==> src/rtl/dpd_pkg.sv <==
package dpd_pkg;

   // Level of the data-ready clock right after power-up.
   typedef enum logic {
      PH_LOW  = 1'b0,
      PH_HIGH = 1'b1
   } drdy_ph_e;

   localparam int unsigned SMP_W_DEF   = 8;
   localparam int unsigned PRI_LAT_DEF = 7;

endpackage

==> src/rtl/dpd_delay_line.sv <==
// Shift register of DEPTH stages that exposes its last two stages.
module dpd_delay_line #(
   parameter int unsigned W     = 1,
   parameter int unsigned DEPTH = 2
) (
   input  logic         clk_i,
   input  logic         rst_ni,
   input  logic [W-1:0] d_i,
   output logic [W-1:0] last_o,
   output logic [W-1:0] prev_o
);

   if (DEPTH < 2) begin : g_depth_chk
      $error("dpd_delay_line: DEPTH must be at least 2");
   end
   if (W < 1) begin : g_width_chk
      $error("dpd_delay_line: W must be at least 1");
   end

   logic [DEPTH-1:0][W-1:0] stg_q;

   always_ff @(posedge clk_i or negedge rst_ni) begin
      if (!rst_ni) begin
         stg_q <= '0;
      end else begin
         stg_q[0] <= d_i;
         for (int k = 1; k < DEPTH; k++) begin
            stg_q[k] <= stg_q[k-1];
         end
      end
   end

   assign last_o = stg_q[DEPTH-1];
   assign prev_o = stg_q[DEPTH-2];

endmodule

==> src/rtl/dpd_phase_gen.sv <==
// Half-rate data-ready clock, forced low on a resync release edge.
module dpd_phase_gen #(
   parameter dpd_pkg::drdy_ph_e PWRUP_PHASE = dpd_pkg::PH_LOW
) (
   input  logic clk_i,
   input  logic rst_ni,
   input  logic rel_i,
   output logic drdy_o,
   output logic rise_o
);

   logic drdy_q;
   logic live_q;

   always_ff @(posedge clk_i or negedge rst_ni) begin
      if (!rst_ni) begin
         drdy_q <= PWRUP_PHASE;
         live_q <= 1'b0;
      end else begin
         drdy_q <= rel_i ? 1'b0 : ~drdy_q;
         live_q <= 1'b1;
      end
   end

   assign drdy_o = drdy_q;
   // Ports load only where the clock really goes high; a swallowed cycle keeps it low.
   assign rise_o = ~drdy_q & ~rel_i;

   AST_DRDY_TOGGLE: assert property (@(posedge clk_i) disable iff (!rst_ni) live_q && !rel_i |=> drdy_o != $past(drdy_o));
   AST_REL_FORCE: assert property (@(posedge clk_i) disable iff (!rst_ni) live_q && rel_i |=> !drdy_o);

endmodule

==> src/rtl/dpd_port_pair.sv <==
// Primary and auxiliary output registers loaded together.
module dpd_port_pair #(
   parameter int unsigned W = 8
) (
   input  logic         clk_i,
   input  logic         rst_ni,
   input  logic         upd_i,
   input  logic         drdy_i,
   input  logic [W-1:0] new_i,
   input  logic [W-1:0] old_i,
   output logic [W-1:0] pri_o,
   output logic [W-1:0] aux_o
);

   logic [W-1:0] pri_q;
   logic [W-1:0] aux_q;
   logic         live_q;

   always_ff @(posedge clk_i or negedge rst_ni) begin
      if (!rst_ni) begin
         pri_q  <= '0;
         aux_q  <= '0;
         live_q <= 1'b0;
      end else begin
         live_q <= 1'b1;
         if (upd_i) begin
            pri_q <= new_i;
            aux_q <= old_i;
         end
      end
   end

   assign pri_o = pri_q;
   assign aux_o = aux_q;

   AST_PORT_HOLD: assert property (@(posedge clk_i) disable iff (!rst_ni) live_q && drdy_i |=> $stable(pri_o) && $stable(aux_o));

endmodule

==> src/rtl/dual_port_demux.sv <==
module dual_port_demux #(
   parameter int unsigned       SMP_W       = dpd_pkg::SMP_W_DEF,
   parameter int unsigned       PRI_LAT     = dpd_pkg::PRI_LAT_DEF,
   parameter dpd_pkg::drdy_ph_e PWRUP_PHASE = dpd_pkg::PH_LOW
) (
   input  logic             clk_i,
   input  logic             rst_ni,
   input  logic [SMP_W-1:0] smp_i,
   input  logic             resync_i,
   output logic [SMP_W-1:0] pri_o,
   output logic [SMP_W-1:0] aux_o,
   output logic             drdy_o,
   output logic             resync_o
);

   localparam int unsigned AUX_LAT = PRI_LAT + 1;
   localparam int unsigned RSO_LAT = PRI_LAT - 1;

   if (PRI_LAT < 2) begin : g_lat_chk
      $error("dual_port_demux: PRI_LAT must be at least 2");
   end
   if (SMP_W < 1) begin : g_w_chk
      $error("dual_port_demux: SMP_W must be at least 1");
   end

   logic [SMP_W-1:0] smp_old;
   logic [SMP_W-1:0] smp_new;
   logic             rs_last;
   logic             rs_prev;
   logic             rel;
   logic             rise;
   logic             live_q;

   // Sample pipeline: the last stage feeds aux, the one before feeds pri.
   dpd_delay_line #(.W(SMP_W), .DEPTH(AUX_LAT)) u_smp_dl (
      .clk_i  (clk_i),
      .rst_ni (rst_ni),
      .d_i    (smp_i),
      .last_o (smp_old),
      .prev_o (smp_new)
   );

   // Resync pipeline: one stage shorter than the primary data path.
   dpd_delay_line #(.W(1), .DEPTH(RSO_LAT + 1)) u_rs_dl (
      .clk_i  (clk_i),
      .rst_ni (rst_ni),
      .d_i    (resync_i),
      .last_o (rs_last),
      .prev_o (rs_prev)
   );

   // Release edge: the output stage is high and the stage behind it is low.
   assign rel = rs_last & ~rs_prev;

   dpd_phase_gen #(.PWRUP_PHASE(PWRUP_PHASE)) u_phase (
      .clk_i  (clk_i),
      .rst_ni (rst_ni),
      .rel_i  (rel),
      .drdy_o (drdy_o),
      .rise_o (rise)
   );

   dpd_port_pair #(.W(SMP_W)) u_ports (
      .clk_i  (clk_i),
      .rst_ni (rst_ni),
      .upd_i  (rise),
      .drdy_i (drdy_o),
      .new_i  (smp_new),
      .old_i  (smp_old),
      .pri_o  (pri_o),
      .aux_o  (aux_o)
   );

   assign resync_o = rs_last;

   always_ff @(posedge clk_i or negedge rst_ni) begin
      if (!rst_ni) live_q <= 1'b0;
      else         live_q <= 1'b1;
   end

   AST_RUN_IN_RESYNC: assert property (@(posedge clk_i) disable iff (!rst_ni) live_q && resync_o && resync_i |=> resync_o |-> drdy_o != $past(drdy_o));
   AST_RELEASE_LOW: assert property (@(posedge clk_i) disable iff (!rst_ni) live_q && $fell(resync_o) |-> !drdy_o);

endmodule

==> config.mk <==
export PLATFORM = sky130hd
export DESIGN_NAME = dual_port_demux
export DESIGN_NICKNAME = d
export VERILOG_FILES = /design/src/rtl/dpd_pkg.sv /design/src/rtl/dpd_delay_line.sv /design/src/rtl/dpd_phase_gen.sv /design/src/rtl/dpd_port_pair.sv /design/src/rtl/dual_port_demux.sv
export SDC_FILE = /design/constraint.sdc
export NUM_CORES = 1
export LEC_CHECK = 0
export ABC_AREA = 1
export BUFFER_PORTS_ARGS = -buffer_cell sky130_fd_sc_hd__buf_4
export CAP_MARGIN = 10
export CELL_PAD_IN_SITES_DETAIL_PLACEMENT = 1
export CELL_PAD_IN_SITES_GLOBAL_PLACEMENT = 1
export CORE_ASPECT_RATIO = 1.25
export CORE_UTILIZATION = 50
export CTS_BUF_LIST = sky130_fd_sc_hd__clkbuf_4
export DETAILED_ROUTE_END_ITERATION = 6
export PLACE_DENSITY_LB_ADDON = 0.15
export RECOVER_POWER = 50
export SLEW_MARGIN = 20
export SYNTH_ARGS = -nofsm -noshare
export SYNTH_HDL_FRONTEND = slang
export SYNTH_SLANG_ARGS = --single-unit
==> constraint.sdc <==
create_clock -name clk_i -period 1.28 [get_ports clk_i]
set_clock_uncertainty 0.05 [all_clocks]
set_input_delay 0.192 -clock clk_i [delete_from_list [all_inputs] [get_ports clk_i]]
set_output_delay 0.192 -clock clk_i [all_outputs]
set_load 0.02 [all_outputs]
**Yosys cells after proc, flatten, opt, wreduce, memory -nomap -nowiden**

Cells that the tools add are included.

- Add/subtract/negate cells: 0
- Multipliers: 0
- Div/mod/pow operators: 0
- Order comparisons: 0
- Equality and inequality tests: 0
- Shift-type cells: 0
- Multiplexer cells: 1
- Bitwise logic cells: 5
- Reductions and logical operators: 0

Operator list:

| cell | count |
|---|---|
| 1-bit NOT | 3 |
| 1-bit bitwise AND | 2 |
| 1-bit two-way mux | 1 |

- Bits in registers: 88
- Latch bits: 0
- Bits in writable memories: 0
- Memory bits (read-only): 0
- Bits of input ports: 11
- Output and inout bits: 18
- Word-level logic and storage cells: 24
- Memories: 0

**Logic depth before layout (Yosys ltp)**

Gate-level depths: netlist (run 1).

- Depth in word-level cells: 4
- Depth in mapped cells: 6
- Depth with buffers taken out: 5

**Cells and area by module**

From an unflattened synthesis (run 1), not the netlist that was laid out.

- Cell total of the unflattened synthesis: 159
- Area, all modules: 2,580.0 µm²

Modules (own cells, without submodules):

| module | instances | cells an instance | area each (µm²) | seq. area each (µm²) |
|---|---|---|---|---|
| dpd_delay_line at u_smp_dl | 1 | 80 | 1,721.7 | 1,601.5 |
| dpd_port_pair | 1 | 68 | 644.4 | 400.4 |
| dpd_delay_line at u_rs_dl | 1 | 7 | 175.2 | 175.2 |
| dpd_phase_gen | 1 | 2 | 28.8 | 25.0 |
| dual_port_demux | 1 | 2 | 10.0 | 0.0 |

**Worst setup path after synthesis (run 1)**

No wires, ideal clock.

- Path kind: register to register
- Start point: reg u_phase.drdy_q, in the netlist u_phase.drdy_o
- End point: reg u_ports.aux_q[0], in the netlist u_ports.aux_o[0]
- Library setup time: 0.117 ns
- Arrival: 0.925 ns
- Data required time: 1.113 ns
- Setup slack: 0.188 ns
- Cell stages (with the launch flop): 6
- Buffers on the path: 1
- Period minus slack after synthesis: 1.092 ns
- Path through: dfrtp_1 -> inv_2 -> nand2_8 -> buf_12 -> nand2_1 -> nand2_1

- Cells in the longest elaborated chain, start to end: 2

Ends and longest elaborated chain:

| element | RTL line | RTL |
|---|---|---|
| start, declared | dpd_phase_gen.sv:12 | `logic drdy_q;` |
| start signal, assigned | dpd_phase_gen.sv:20 | `drdy_q <= rel_i ? 1'b0 : ~drdy_q;` |
| 1-bit NOT | dpd_phase_gen.sv:27 | `assign rise_o = ~drdy_q & ~rel_i;` |
| 1-bit bitwise AND | dpd_phase_gen.sv:27 |  |
| end signal, assigned | dpd_port_pair.sv:28 | `aux_q <= old_i;` |
| end, declared | dpd_port_pair.sv:16 | `logic [W-1:0] aux_q;` |

Every way passes these cells.
A chain may end at the register's enable or synchronous reset.

**Worst setup path after layout (run 1)**

- Start point: reg u_ports.aux_q[5], in the netlist u_ports.aux_o[5]
- End point: out aux_o[5]

RTL lines:

| element | RTL line | RTL |
|---|---|---|
| end, declared | dual_port_demux.sv:11 | `output logic [SMP_W-1:0] aux_o,` |

No word-level cell between the ends.

==> results.json, run 1 <==
{
  "io_buffers": 28,
  "dp_slack_ns": 0.162,
  "endpoint_kind": "output pin",
  "dr.pass1.iters": 4,
  "dieArea_mm2": 0.00527,
  "criticalPathCategory": "flop to output pin",
  "root_buffer": "clkbuf_4",
  "synth_area_mm2": 0.00249,
  "synthToLayoutAreaGrowth_pct": 22.6,
  "start_kind": "flop",
  "antenna_found_initial": 0,
  "multi_input_area_um2": 253,
  "r2r.worst_path.cells": 5,
  "start_util_pct": 52.3,
  "arrival_ns": 0.99,
  "finalSetupTns_ns": 0,
  "nNetsFinal": 207,
  "avgRoutedWirePerCell_um": 14.6,
  "fmax_mhz": 811,
  "synth_fp_nets": 155,
  "dr.first_iter.drc_count": 19,
  "setup_ws_ns": 0.0465,
  "worstSkewPairLatency_ns": 0.41,
  "grt_pass1_vias": 1308,
  "grt_setup_unrepaired": "no",
  "route.detailed.drc": 0,
  "period_share_pct": 96.4,
  "drv_cap": 0,
  "core_mm2": 0.00476,
  "totalWireLength_um": 3820,
  "die_w_um": 65.2,
  "routed-via-count": 1232,
  "postSynthAreaPerCell_um2": 17.3,
  "critPathTopFamily": "flip-flops",
  "cp_num_buf_inv": 1,
  "antenna_left": 0,
  "synth-seq-cells": 88,
  "crit_required_ns": 1.04,
  "hold_path_class": "input port to asynchronous set/reset pin",
  "viasPerCell": 4.72,
  "rows": 28,
  "peakVddDrop_uv": 1210,
  "worstMarginPinSlew_ns": 0.615,
  "drive_gt1_share_pct": 28.4,
  "reg2reg_from": "u_rs_dl.last_o",
  "period_minus_slack_ns": 1.23,
  "grt_overflow_total": 0,
  "htree_levels": 3,
  "seq_area_frac_synth_pct": 88.4,
  "final_hold_viol_count": 0,
  "whs_ns": 0.0994,
  "postSynthCellCount": 144,
  "track_usage_pct": 17.3,
  "cp_cell_sequence": "buf_4",
  "powerDensity_mw_per_mm2": 1740,
  "post-dp-hpwl_um": 2120,
  "total_power_mw": 5.32,
  "slew-limit-headroom_pct": 59.0,
  "numCtsBuffers": 9,
  "report.final.setup_viol": 0,
  "critPathSlowestCell": "dfrtp_1",
  "report.final.slew_viol_count": 0,
  "cts_buffer_depth": 2,
  "status": "complete, no violations",
  "gp_congestion": 0.734,
  "path_clk_slew_ns": 0.15,
  "cts_num_sinks": 88,
  "timing.rr.end": "u_ports.aux_o[1]",
  "regArea_mm2": 0.00220,
  "die-height_um": 80.9,
  "ys_types": 10,
  "fin_util_pct": 64.1,
  "leakagePower_nw": 1.48,
  "cts_tree": "yes",
  "grt_max_degree": 50,
  "n_fill_cell": 464,
  "ios": 29,
  "synth-warning-count": 0,
  "reg2reg_slack_ns": 0.14,
  "slowest_delay_ns": 0.42,
  "path_max_fanout": 2,
  "num_antenna_cells": 0,
  "grt_first_pass_wirelength_um": 6440
}
logic make-up after synthesis:
family,synth area share (%)
flops,88.4
simple gates,9.79
buf+inv,1.86
synthesized netlist by cell type, drive strengths merged:
master  count  area share (%)
dfrtp      88              88
nand2      34             6.6
nand3      16             3.2
buf         3             1.4
inv         3            0.45
final cells by class:
class / instances / share of cell area [%]
sequential: 88 / 72.1
timing repair buffer: 44 / 11.6
tap: 60 / 2.46
clock buffer: 10 / 2.46
multi-input combinational: 50 / 8.27
inverter: 3 / 0.369
clock inverter: 6 / 2.74
power by group:
group / internal [mW] / switching (mW) / total (mW)
clock: 0.806 / 0.865 / 1.67
sequential: 2.98 / 0.0963 / 3.08
combinational: 0.236 / 0.331 / 0.567
per-layer routing:
metal,GRT usage (%),routed length [um],up-vias
met1,21.1,1590,642
met3,3.93,135,7
met2,28.3,2010,28
li1,-,-,555
met5,0,0,-
met4,10.4,81,0
worst max path at each step:
stage                     slack, ns                to  depth (start not counted)        startpoint
after global routing          0.001          aux_o[6]                          1  u_ports.aux_o[6]
final                          0.05          aux_o[5]                          1  u_ports.aux_o[5]
after detailed placement       0.16  u_ports.aux_o[1]                          4    u_phase.drdy_o
after CTS                     0.005          aux_o[4]                          1  u_ports.aux_o[4]
after global placement         0.21  u_ports.pri_o[7]                          4    u_phase.drdy_o
after floorplan                0.19  u_ports.aux_o[0]                          5    u_phase.drdy_o
sequential cells by signal, summed over array words and instances (netlist names):
register,cells
u_smp_dl.stg_q,48
u_ports.aux_o,8
u_ports.pri_o,8
u_smp_dl.last_o,8
u_smp_dl.prev_o,8
u_rs_dl.stg_q,5
u_phase.drdy_o,1
u_rs_dl.last_o,1
u_rs_dl.prev_o,1
what timing repair did:
item | 4_1_cts | 5_1_grt
buffers inserted | 2 | 2
setup endpoints to repair | 2 | 4
gates resized for setup | 0 | 1
pin swaps | 0 | 0
hold endpoints to repair | 97 | 0
hold buffers | 10 | 0
cells in the final DEF, fill, tap and decap left out, types with 2 or more instances in the layout:
master         instances
nand3_1               16
bufinv_16              2
nand2_8                2
inv_1                  2
nand2_2                5
nand2_1               27
clkbuf_4              20
dlygate4sd3_1         10
clkinvlp_4             2
dfrtp_1               88
buf_4                 24
through the flow:
stage                     std cells  area (um^2)
final                           261         3060
after global routing            261         3060
after CTS                       259         3040
after detailed placement        231         2770
after global placement          231         2770
after floorplan                 144         2490
No activity file was read; power rests on OpenSTA's default activity.
==> run 2, diff against run 1 <==
--- a/config.mk
+++ b/config.mk
@@ -11,8 +11,7 @@
 export CELL_PAD_IN_SITES_DETAIL_PLACEMENT = 1
 export CELL_PAD_IN_SITES_GLOBAL_PLACEMENT = 1
 export CORE_ASPECT_RATIO = 1.25
-export CORE_UTILIZATION = 50
-export CTS_BUF_LIST = sky130_fd_sc_hd__clkbuf_4
+export CORE_UTILIZATION = 47
 export DETAILED_ROUTE_END_ITERATION = 6
 export PLACE_DENSITY_LB_ADDON = 0.15
 export RECOVER_POWER = 50
==> results.json, run 2 (same netlist as run 1, synthesis figures left out) <==
{
  "status": "complete, no violations",
  "use_met2_pct": 25.2,
  "layout_commonest_cell": "dfrtp_1",
  "grt_max_degree": 33,
  "cts_num_sinks": 88,
  "dr.pass1.iters": 2,
  "root_buffer": "clkbuf_8",
  "r2r.worst_path.cells": 4,
  "viasPerCell": 4.70,
  "crit_required_ns": 1.04,
  "ios": 29,
  "num_antenna_cells": 0,
  "grt_first_pass_wirelength_um": 6560,
  "fin_util_pct": 61.7,
  "antenna_left": 0,
  "route.detailed.drc": 0,
  "stdcell_count": 263,
  "antenna_found_initial": 0,
  "grt_overflow_total": 0,
  "slew-limit-headroom_pct": 71.9,
  "final_hold_viol_count": 0,
  "post-dp-hpwl_um": 2210,
  "critPathTopFamily": "flip-flops",
  "regMostFlops": "u_smp_dl.stg_q",
  "arrival_ns": 0.92,
  "setup_ws_ns": 0.118,
  "avgRoutedWirePerCell_um": 13.6,
  "largest_reg_flops": 48,
  "slowest_delay_ns": 0.41,
  "grt_setup_unrepaired": "no",
  "dp_cells": 237,
  "totalWireLength_um": 3590,
  "use_met3_pct": 7.83,
  "met1_usage_pct": 20.8,
  "finalSetupTns_ns": 0,
  "final_cell_mix": "dfrtp_1, nand2_1, buf_4, nand3_1, dlygate4sd3_1",
  "period_share_pct": 90.8,
  "report.final.setup_viol": 0,
  "report.final.slew_viol_count": 0,
  "start_kind": "flop",
  "timing.rr.end": "u_ports.aux_o[0]",
  "synthToLayoutAreaGrowth_pct": 25.8,
  "worstSkewPairLatency_ns": 0.34,
  "die-height_um": 83.4,
  "period_minus_slack_ns": 1.16,
  "rows": 29,
  "drive_gt1_share_pct": 28.9,
  "numCtsBuffers": 9,
  "top_usage_layer": "met2",
  "cts_setup_buffers": 0,
  "hold_path_class": "input port to asynchronous set/reset pin",
  "whs_ns": 0.277,
  "routed-via-count": 1235,
  "endpoint_kind": "output pin",
  "dr.first_iter.drc_count": 55,
  "core_mm2": 0.00508,
  "cp_cell_sequence": "buf_4",
  "cts_buffer_depth": 2,
  "htree_levels": 3,
  "cp_num_buf_inv": 1,
  "fmax_mhz": 861,
  "track_usage_pct": 17.0,
  "path_clk_slew_ns": 0.09,
  "stdcell_area_mm2": 0.00314,
  "dieArea_mm2": 0.00560,
  "die_w_um": 67.1,
  "total_power_mw": 5.66,
  "dp_slack_ns": 0.198,
  "start_util_pct": 49.1,
  "leakagePower_nw": 1.52,
  "gp_congestion": 0.654,
  "reg2reg_from": "u_rs_dl.last_o",
  "critPathSlowestCell": "dfrtp_1",
  "drv_cap": 0,
  "nNetsFinal": 207,
  "peakVddDrop_uv": 991,
  "io_buffers": 28,
  "powerDensity_mw_per_mm2": 1800,
  "reg2reg_slack_ns": 0.18,
  "path_max_fanout": 2,
  "criticalPathCategory": "flop to output pin",
  "dpl_cell_area_mm2": 0.00282,
  "worstMarginPinSlew_ns": 0.422,
  "grt_pass1_vias": 1401,
  "cts_tree": "yes"
}
-- run 2: changes by cell type in the layout (fill, tap and decap cells not counted), sizes merged --
cell,previous run,this run
clkbuf,20,18
buf,24,25
clkinvlp,2,3
-- run 2: cell type report --
| cell class | instances | area, um^2 |
|---|---|---|
| clock buffer | 9 | 124 |
| clock inverter | 7 | 96.3 |
| fill | 474 | 1940 |
| inverter | 3 | 11.3 |
| multi-input combinational | 50 | 244 |
| sequential | 88 | 2200 |
| tap | 62 | 77.6 |
| timing repair buffer | 44 | 380 |
-- run 2: per-layer routing --
| metal | part of all wire [%] | wire length, um | vias to the layer above |
|---|---|---|---|
| li1 | - | - | 554 |
| met1 | 41 | 1490 | 643 |
| met2 | 52 | 1850 | 31 |
| met3 | 4.3 | 155 | 7 |
| met4 | 2.6 | 92 | 0 |
| met5 | 0 | 0 | - |
-- run 2: how the worst max path moves through the flow --
stage,startpoint,to,slack [ns],cells after the start
floorplan,u_phase.drdy_o,u_ports.aux_o[0],0.19,5
global placement,u_rs_dl.last_o,u_ports.pri_o[2],0.25,4
detailed placement,u_rs_dl.last_o,u_ports.pri_o[0],0.20,4
CTS,u_rs_dl.last_o,resync_o,0.09,1
global route,u_rs_dl.last_o,resync_o,0.06,1
finish,u_rs_dl.last_o,resync_o,0.12,1
-- run 2: where the power goes --
group / internal (mW) / leakage (nW) / total, mW / switching [mW]
logic: 0.232 / 0.380 / 0.561 / 0.329
registers: 2.98 / 1.03 / 3.08 / 0.0940
clock network: 1.10 / 0.101 / 2.02 / 0.922
total: 4.31 / 1.52 / 5.66 / 1.35
-- run 2: what timing repair did --
| item | 4_1_cts | 5_1_grt |
|---|---|---|
| hold buffers | 10 | 0 |
| setup endpoints to repair | 0 | 0 |
| gates resized for setup | 0 | 0 |
| hold endpoints to repair | 36 | 0 |
